### src/rtl/qfd_pkg.sv
`timescale 1ns/1ps
package qfd_pkg;

    typedef enum logic [2:0] {
        MV_IDLE,
        MV_REF,
        MV_HOLD,
        MV_FWD,
        MV_BWD,
        MV_AMB
    } move_e;

    // position of a quadrant code along the Gray cycle 00,01,11,10
    function automatic logic [1:0] quad_pos(input logic [1:0] code);
        logic [1:0] p;
        case (code)
            2'b00:   p = 2'd0;
            2'b01:   p = 2'd1;
            2'b11:   p = 2'd2;
            default: p = 2'd3;
        endcase
        return p;
    endfunction

endpackage

### src/rtl/qfd_edge_sampler.sv
`timescale 1ns/1ps
module qfd_edge_sampler #(
    parameter int QUAD_W = 2
) (
    input  logic              clk,
    input  logic              rst_n,
    input  logic              data_in,
    input  logic [QUAD_W-1:0] quad_in,
    output logic              data_edge_o,
    output logic [QUAD_W-1:0] quad_o
);
    typedef struct packed {
        logic              data_s1;
        logic              data_s2;
        logic [QUAD_W-1:0] quad_s1;
    } smp_t;

    smp_t st_d, st_q;

    always_comb begin
        st_d         = st_q;
        st_d.data_s1 = data_in;
        st_d.data_s2 = st_q.data_s1;
        st_d.quad_s1 = quad_in;
    end

    always_ff @(posedge clk) begin
        if (!rst_n) st_q <= '0;
        else        st_q <= st_d;
    end

    assign data_edge_o = st_q.data_s1 ^ st_q.data_s2;
    assign quad_o      = st_q.quad_s1;


    edge_single_chk: assert property (@(posedge clk) disable iff (!rst_n)
        data_edge_o && $stable(data_in) |=> !data_edge_o);
endmodule

### src/rtl/qfd_rotation.sv
`timescale 1ns/1ps
module qfd_rotation
    import qfd_pkg::*;
(
    input  logic       clk,
    input  logic       rst_n,
    input  logic       data_edge_i,
    input  logic [1:0] quad_i,
    output move_e      move_o,
    output logic       up_o,
    output logic       dn_o
);
    typedef struct packed {
        logic [1:0] ref_code;
        logic       ref_valid;
        logic       up;
        logic       dn;
    } rot_t;

    rot_t  st_d, st_q;
    logic [1:0] step;
    move_e mv;

    always_comb begin
        step = quad_pos(quad_i) - quad_pos(st_q.ref_code);
        if (!data_edge_i)          mv = MV_IDLE;
        else if (!st_q.ref_valid)  mv = MV_REF;
        else begin
            case (step)
                2'd0:    mv = MV_HOLD;
                2'd1:    mv = MV_FWD;
                2'd3:    mv = MV_BWD;
                default: mv = MV_AMB;
            endcase
        end
    end

    always_comb begin
        st_d = st_q;
        if (data_edge_i) begin
            st_d.ref_code  = quad_i;
            st_d.ref_valid = 1'b1;
        end
        case (mv)
            MV_FWD:  begin st_d.up = 1'b1; st_d.dn = 1'b0; end
            MV_BWD:  begin st_d.up = 1'b0; st_d.dn = 1'b1; end
            MV_HOLD: begin st_d.up = 1'b0; st_d.dn = 1'b0; end
            default: ;
        endcase
    end

    always_ff @(posedge clk) begin
        if (!rst_n) st_q <= '0;
        else        st_q <= st_d;
    end

    assign move_o = mv;
    assign up_o   = st_q.up;
    assign dn_o   = st_q.dn;


    not_both_chk: assert property (@(posedge clk) disable iff (!rst_n)
        !(up_o && dn_o));

    up_on_edge_chk: assert property (@(posedge clk) disable iff (!rst_n)
        $rose(up_o) |-> $past(data_edge_i));

    dn_on_edge_chk: assert property (@(posedge clk) disable iff (!rst_n)
        $rose(dn_o) |-> $past(data_edge_i));
endmodule

### src/rtl/qfd_lock_monitor.sv
`timescale 1ns/1ps
module qfd_lock_monitor
    import qfd_pkg::*;
#(
    parameter int QUIET_EDGES   = 8,
    parameter int SETTLE_CYCLES = 100
) (
    input  logic  clk,
    input  logic  rst_n,
    input  move_e move_i,
    output logic  lol_n_o
);
    localparam int QW = $clog2(QUIET_EDGES + 1);
    localparam int SW = $clog2(SETTLE_CYCLES + 1);
    localparam logic [QW-1:0] QUIET_FULL = QW'(QUIET_EDGES);
    localparam logic [SW-1:0] SETTLE_END = SW'(SETTLE_CYCLES - 1);

    typedef struct packed {
        logic [QW-1:0] quiet_cnt;
        logic [SW-1:0] settle_cnt;
        logic          lol_n;
    } mon_t;

    mon_t st_d, st_q;
    logic rotated;

    assign rotated = (move_i == MV_FWD) || (move_i == MV_BWD);

    always_comb begin
        st_d = st_q;
        if (rotated) begin
            st_d.quiet_cnt  = '0;
            st_d.settle_cnt = '0;
            st_d.lol_n      = 1'b0;
        end else begin
            if (move_i == MV_HOLD && st_q.quiet_cnt != QUIET_FULL)
                st_d.quiet_cnt = st_q.quiet_cnt + 1'b1;
            if (st_q.quiet_cnt == QUIET_FULL && !st_q.lol_n) begin
                st_d.settle_cnt = st_q.settle_cnt + 1'b1;
                if (st_q.settle_cnt == SETTLE_END)
                    st_d.lol_n = 1'b1;
            end
        end
    end

    always_ff @(posedge clk) begin
        if (!rst_n) st_q <= '0;
        else        st_q <= st_d;
    end

    assign lol_n_o = st_q.lol_n;


    rot_drop_chk: assert property (@(posedge clk) disable iff (!rst_n)
        rotated |=> !lol_n_o);

    rise_quiet_chk: assert property (@(posedge clk) disable iff (!rst_n)
        $rose(lol_n_o) |-> $past(!rotated));

    settle_bound_chk: assert property (@(posedge clk) disable iff (!rst_n)
        st_q.settle_cnt <= SW'(SETTLE_CYCLES));

    fall_cause_chk: assert property (@(posedge clk) disable iff (!rst_n)
        $fell(lol_n_o) |-> $past(rotated));
endmodule

### src/rtl/quad_freq_detector.sv
`timescale 1ns/1ps
module quad_freq_detector
    import qfd_pkg::*;
#(
    parameter int QUIET_EDGES   = 8,
    parameter int SETTLE_CYCLES = 100
) (
    input  logic clk,
    input  logic rst_n,
    input  logic data_in,
    input  logic osc_i,
    input  logic osc_q,
    output logic up_o,
    output logic dn_o,
    output logic lol_n_o
);
    logic       data_edge;
    logic [1:0] quad;
    move_e      move;

    qfd_edge_sampler #(.QUAD_W(2)) u_smp (
        .clk        (clk),
        .rst_n      (rst_n),
        .data_in    (data_in),
        .quad_in    ({osc_i, osc_q}),
        .data_edge_o(data_edge),
        .quad_o     (quad)
    );

    qfd_rotation u_rot (
        .clk        (clk),
        .rst_n      (rst_n),
        .data_edge_i(data_edge),
        .quad_i     (quad),
        .move_o     (move),
        .up_o       (up_o),
        .dn_o       (dn_o)
    );

    qfd_lock_monitor #(
        .QUIET_EDGES  (QUIET_EDGES),
        .SETTLE_CYCLES(SETTLE_CYCLES)
    ) u_lock (
        .clk    (clk),
        .rst_n  (rst_n),
        .move_i (move),
        .lol_n_o(lol_n_o)
    );


    lol_with_move_chk: assert property (@(posedge clk) disable iff (!rst_n)
        ($rose(up_o) || $rose(dn_o)) |-> !lol_n_o);
endmodule

### config.mk
export PLATFORM = sky130hd
export DESIGN_NAME = quad_freq_detector
export DESIGN_NICKNAME = d
export VERILOG_FILES = /design/src/rtl/qfd_pkg.sv /design/src/rtl/qfd_edge_sampler.sv /design/src/rtl/qfd_rotation.sv /design/src/rtl/qfd_lock_monitor.sv /design/src/rtl/quad_freq_detector.sv
export SDC_FILE = /design/constraint.sdc
export NUM_CORES = 1
export LEC_CHECK = 0
export BUFFER_PORTS_ARGS = -buffer_cell sky130_fd_sc_hd__buf_2
export CAP_MARGIN = 20
export CORE_MARGIN = 10
export CORE_UTILIZATION = 55
export DETAILED_ROUTE_END_ITERATION = 7
export GPL_TIMING_DRIVEN = 0
export PLACE_DENSITY = 0.8
export SLEW_MARGIN = 10
export SYNTH_ARGS = -nofsm -noshare
export SYNTH_HDL_FRONTEND = slang
export SYNTH_SLANG_ARGS = --single-unit
### constraint.sdc
create_clock -name clk -period 2.1 [get_ports clk]
set_input_delay 0.105 -clock clk [delete_from_list [all_inputs] [get_ports clk]]
set_output_delay 0.105 -clock clk [all_outputs]
set_load 0.005 [all_outputs]
## After elaboration in Yosys (flattened, before gate mapping)

Cells that the tools add are included.

- $add $sub $neg: 3
- $mul: 0
- Divide/modulo/power cells: 0
- Order comparisons: 0
- Equal/unequal tests: 12
- Shift-type cells: 0
- Muxes and demuxes: 6
- Bitwise gates (word level): 2
- Reductions and logical operators: 10

Operators with widths:

| operator | count |
|---|---|
| $pmux 2 s3 | 3 |
| $pmux 3 s3 | 1 |
| $add 7x1->7 const B | 1 |
| $eq 7x7->1 const B | 1 |
| $eq 2x1->1 const B | 3 |
| $eq 2x2->1 const B | 3 |
| $eq 3x2->1 const B | 2 |
| $logic_not 2->1 | 3 |
| $mux 3 | 2 |
| $add 4x1->4 const B | 1 |
| $eq 4x4->1 const B | 1 |
| $ne 4x4->1 const B | 1 |
| $eq 3x3->1 const B | 1 |
| $reduce_bool 3->1 | 1 |
| $logic_and 1x1->1 | 2 |
| $reduce_and 2->1 | 1 |
| $reduce_or 2->1 | 1 |
| $sub 2x2->2 | 1 |
| $logic_not 1->1 | 1 |
| $logic_or 1x1->1 | 1 |
| $not 1->1 | 1 |
| $xor 1x1->1 | 1 |

- Bits in registers: 21
- Latch bits: 0
- Memory bits (writable): 0
- Memory bits (read-only): 0
- Bits of input ports: 5
- Output and inout bits: 3
- Logic and storage cells: 43
- Memories kept: 0

## Longest topological paths before layout

- Word-level depth: 10
- Depth in mapped cells: 8
- Depth with buffers taken out: 8

## By module

From an unflattened synthesis, not the netlist that was laid out.

- Cells, all modules: 118
- Area total of the unflattened synthesis: 1,103.6 um^2

By module, submodules not included:

| module | instances | cells each | area each (um^2) | sequential area each (um^2) |
|---|---|---|---|---|
| qfd_lock_monitor | 1 | 72 | 650.6 | 240.2 |
| qfd_rotation | 1 | 35 | 322.8 | 100.1 |
| qfd_edge_sampler | 1 | 11 | 130.1 | 80.1 |

## Worst setup path before layout

Ideal clock, no wire load.

- Path kind: register -> register
- From: reg u_rot.st_q[3] (netlist name)
- To: reg u_lock.st_q[11] (netlist name)
- Arrival time: 1.760 ns
- Required time: 1.965 ns
- Path slack: 0.205 ns
- Stages on the path, launching flop included: 8
- Buffers on the path: 0
- Cells stage by stage: dfxtp_1 > inv_1 > ha_1 > inv_1 > ha_1 > xor3_1 > o311ai_0 > o41ai_1

- Word-level cells in the longest chain between the ends: 10
- Elaborated cells on any way between the ends: 17

Ends and longest elaborated chain:

| element | line | text |
|---|---|---|
| from (decl) | qfd_rotation.sv:20 | `rot_t st_d, st_q;` |
| from (signal assigned) | qfd_rotation.sv:54 | `else st_q <= st_d;` |
| $eq 2x2->1, or another cell as far along | qfd_pkg.sv:16 | `case (code)` |
| $pmux 2 s3 * | qfd_pkg.sv:16 |  |
| $sub 2x2->2 * | qfd_rotation.sv:25 | `step = quad_pos(quad_i) - quad_pos(st_q.ref_code);` |
| $eq 2x2->1, or another cell as far along | qfd_rotation.sv:29 | `case (step)` |
| $pmux 3 s3 * | qfd_rotation.sv:29 |  |
| $mux 3 * | qfd_rotation.sv:27 | `else if (!st_q.ref_valid) mv = MV_REF;` |
| $mux 3 * | qfd_rotation.sv:26 | `if (!data_edge_i) mv = MV_IDLE;` |
| $eq 3x2->1 / $eq 3x3->1 (equally long branches) | qfd_lock_monitor.sv:27 | `assign rotated = (move_i == MV_FWD) \|\| (move_i == MV_BWD);` |
| $logic_or 1x1->1 | qfd_lock_monitor.sv:27 |  |
| $reduce_or 2->1 (no source line) | - |  |
| to (signal assigned) | qfd_lock_monitor.sv:48 | `else st_q <= st_d;` |
| to (decl) | qfd_lock_monitor.sv:24 | `mon_t st_d, st_q;` |

Mark *: on every way between the ends. The rest lies on a longest branch, timed or not.
A chain may end at the register's enable or synchronous reset.

## Worst setup path in the final report

- From: reg u_smp.st_q, in the netlist u_smp.quad_o[0]
- To: reg u_lock.st_q, in the netlist u_lock.lol_n_o

- Word-level cells in the longest chain between the ends: 10
- Elaborated cells on any way between the ends: 15

Ends and longest elaborated chain:

| element | line | text |
|---|---|---|
| from (decl) | qfd_edge_sampler.sv:18 | `smp_t st_d, st_q;` |
| from (signal assigned) | qfd_edge_sampler.sv:29 | `else st_q <= st_d;` |
| $eq 2x2->1, or another cell as far along | qfd_pkg.sv:16 |  |
| $pmux 2 s3 * | qfd_pkg.sv:16 |  |
| $sub 2x2->2 * | qfd_rotation.sv:25 |  |
| $eq 2x2->1, or another cell as far along | qfd_rotation.sv:29 |  |
| $pmux 3 s3 * | qfd_rotation.sv:29 |  |
| $mux 3 * | qfd_rotation.sv:27 |  |
| $mux 3 * | qfd_rotation.sv:26 |  |
| $eq 3x2->1 / $eq 3x3->1 (equally long branches) | qfd_lock_monitor.sv:27 |  |
| $logic_or 1x1->1 * | qfd_lock_monitor.sv:27 |  |
| $reduce_or 2->1 (no source line) * | - |  |

Marks and branches as above.

==> flow_summary.json <==
{
  "wirelength_um": 1730,
  "pin_count": 8,
  "avgSynthCellArea_um2": 9.49,
  "min_delay_path_depth": 2,
  "die_w_um": 63.2,
  "route.vias.total": 765,
  "tns_ns": 0,
  "grt_use_met2_pct": 16.6,
  "fmax_mhz": 531,
  "grt_pass1_wl_um": 3130,
  "h-tree-depth": 1,
  "cts_tree": "built",
  "grt_max_degree": 13,
  "routedWlPerCell_um": 11.8,
  "antenna_found_initial": 0,
  "rrSetupSlack_ns": 0.22,
  "synth_fp_nets": 121,
  "track_usage_pct": 9.22,
  "finalMaxSlewViolations": 0,
  "synthToLayoutAreaGrowth_pct": 11.6,
  "grtUsageMet3_pct": 1.77,
  "insertedDiodeCount": 0,
  "syn-cell-area_um2": 1020,
  "crit_type": "reg -> reg",
  "cts_buffer_depth": 2,
  "cts_sinks": 21,
  "worst_setup_path_end_kind": "flip-flop",
  "yosys_register_bits": 21,
  "root_buffer": "clkbuf_4",
  "maxCapViolations": 0,
  "start_util_pct": 58.7,
  "hpwlAfterDp_um": 1340,
  "pwr_density_cell_nw_per_um2": 603,
  "grt_pass1_vias": 748,
  "post-place-ws_ns": 0.0572,
  "overflow": 0,
  "port_buffers": 7,
  "setup_slack_ns": 0.216,
  "r2r_start": "u_smp.quad_o[0]",
  "cts_buffers": 3,
  "cp.arrival_ns": 2.07,
  "min_to": "u_smp.st_d[2]",
  "yosysWarnings": 0,
  "hold_class": "in -> reg",
  "drtIter0Drc": 12,
  "min_period_over_period_pct": 89.7,
  "slew_headroom_pct": 70.7,
  "tightest_slew_ns": 0.440,
  "core_area_um2": 1750,
  "fin_nets": 135,
  "drt_pass1_iterations": 4,
  "drive_gt1_share_pct": 15.7,
  "clk_pin_slew_ns": 0.11,
  "cts_hold_buf": 0,
  "hp-start": "data_in",
  "fin_area_um2": 1140,
  "yosysSeqAreaShare_pct": 41.0,
  "peakVddDrop_mv": 0.461,
  "hold_viol": 0,
  "netSwitchingPower_w": 0.000177,
  "intPower_w": 0.000512,
  "grt.busiest_layer": "met2",
  "period_minus_slack_ns": 1.88,
  "core.rowCount": 15,
  "synth_cell_types": 26,
  "switching_share_pct": 25.7,
  "crit_required_ns": 2.29,
  "seq_power_share_pct": 60.8,
  "drc": 0,
  "rsz0062_at_grt": "false",
  "cp-start-kind": "flip-flop",
  "use_met1_pct": 10.1,
  "via_per_inst": 5.24,
  "pwr-share-clk_pct": 26.8,
  "post_dp_cell_area_um2": 1090,
  "status": "complete, no violations",
  "ant_nets": 0,
  "final_cell_mix": "dfxtp_1 (21), nor2_1 (14), nand2_1 (13)",
  "gp_congestion": 0.750,
  "die_y_um": 63.2,
  "final_common_cell": "dfxtp_1",
  "leakagePower_nw": 0.484,
  "finalSetupViolCount": 0,
  "critPathMaxFanout": 8,
  "die-area_um2": 3990,
  "clk_latency_ns": 0.29,
  "reg2reg_to": "u_lock.lol_n_o",
  "skew_ns": 0.00519,
  "share_comb_of_total_power_pct": 12.4,
  "postSynthCellCount": 108,
  "reg2reg_depth": 7
}
through the flow:
step	util (%)	hold slack [ns]	std cells	total power [W]
CTS	64.1	0.00264	144	0.000688
global placement	62.5	0.313	140	0.000500
floorplan	-	0.227	108	0.000484
finish	65.5	0.0114	146	0.000690
global route	65.5	0.00279	146	0.000722
detailed placement	62.5	0.314	140	0.000505
area by class of cell:
type                            instances  area (um^2)
Multi-Input combinational cell         79          584
Sequential cell                        21          420
Fill cell                             140          602
Buffer                                  1         3.75
Tap cell                               25         31.3
Clock inverter                          1         5.00
Clock buffer                            3         22.5
Timing Repair Buffer                    9         50.0
Inverter                                7         26.3
routing by layer:
metal | vias up | routed length [um]
li1 | 393 | -
met2 | 13 | 850
met5 | - | 0
met3 | 2 | 48
met4 | 0 | 13
met1 | 357 | 813
power by group through the flow:
stage	logic, W	registers, W	clock network (W)
after floorplan	0.0000581	0.000426	0
after global placement	0.0000736	0.000427	0
after detailed placement	0.0000773	0.000428	0
after CTS	0.0000777	0.000419	0.000192
after global routing	0.0000960	0.000421	0.000205
final	0.0000856	0.000419	0.000185
Yosys cell counts:
library cell	number	share of area, %
xor2_2	1	1.6
o311ai_0	2	1.7
a21oi_1	2	0.98
nand2_4	1	1.1
dfxtp_1	21	41
clkbuf_1	1	0.37
nand4_1	4	2.4
nor3_1	1	0.49
nand2b_1	2	1.2
mux2i_1	4	3.9
xor3_1	1	2.3
nor4_2	1	1.2
xnor2_1	2	1.7
nor4bb_1	1	0.98
ha_1	8	9.8
nand3_1	4	2.0
nor4b_1	1	0.85
xor2_1	5	4.3
nor4_4	1	2.1
o41ai_1	1	0.85
inv_1	7	2.6
nor2_1	14	5.1
a31oi_2	1	1.2
nand2_1	13	4.8
a31oi_1	2	1.2
and2_1	7	4.3
worst max-delay path by stage:
stage,start,end,slack [ns],depth (start not counted)
2_1_floorplan,u_rot.st_q[3],u_lock.st_q[11],0.20,7
3_3_place_gp,u_rot.st_q[3],u_lock.st_q[11],0.12,7
3_5_place_dp,u_rot.st_q[3],u_lock.st_q[11],0.06,7
4_1_cts,u_smp.quad_o[0],u_lock.st_q[11],0.02,7
5_1_grt,u_rot.st_q[3],u_lock.st_q[11],0.01,8
6_report,u_smp.quad_o[0],u_lock.lol_n_o,0.22,7
registers in the layout (all words and copies together), names as in the netlist:
register / count
u_smp.quad_o: 2
u_lock.st_q: 11
u_rot.st_q: 3
u_smp.st_d: 1
u_rot.up_o: 1
u_rot.dn_o: 1
u_lock.lol_n_o: 1
u_smp.st_q: 1
worst max-delay path: stages, from the launching register on:
cell	delay [ns]
dfxtp_1	0.37
inv_1	0.05
ha_1	0.29
ha_1	0.36
inv_1	0.22
nand3_1	0.14
nand2_1	0.26
nor2_1	0.10
timing repair:
action,CTS,global route
endpoints found under the setup margin,0,4
gates resized for setup,0,3
buffers inserted,0,2
cell families after synthesis:
logic type / synth area share [%]
buf+inv: 2.93
simple gates: 26.5
compound gates: 5.98
flops: 41.0
mux: 3.91
xor+xnor: 9.89
fa+ha+maj: 9.77
No activity file was read; power rests on OpenSTA's default activity.
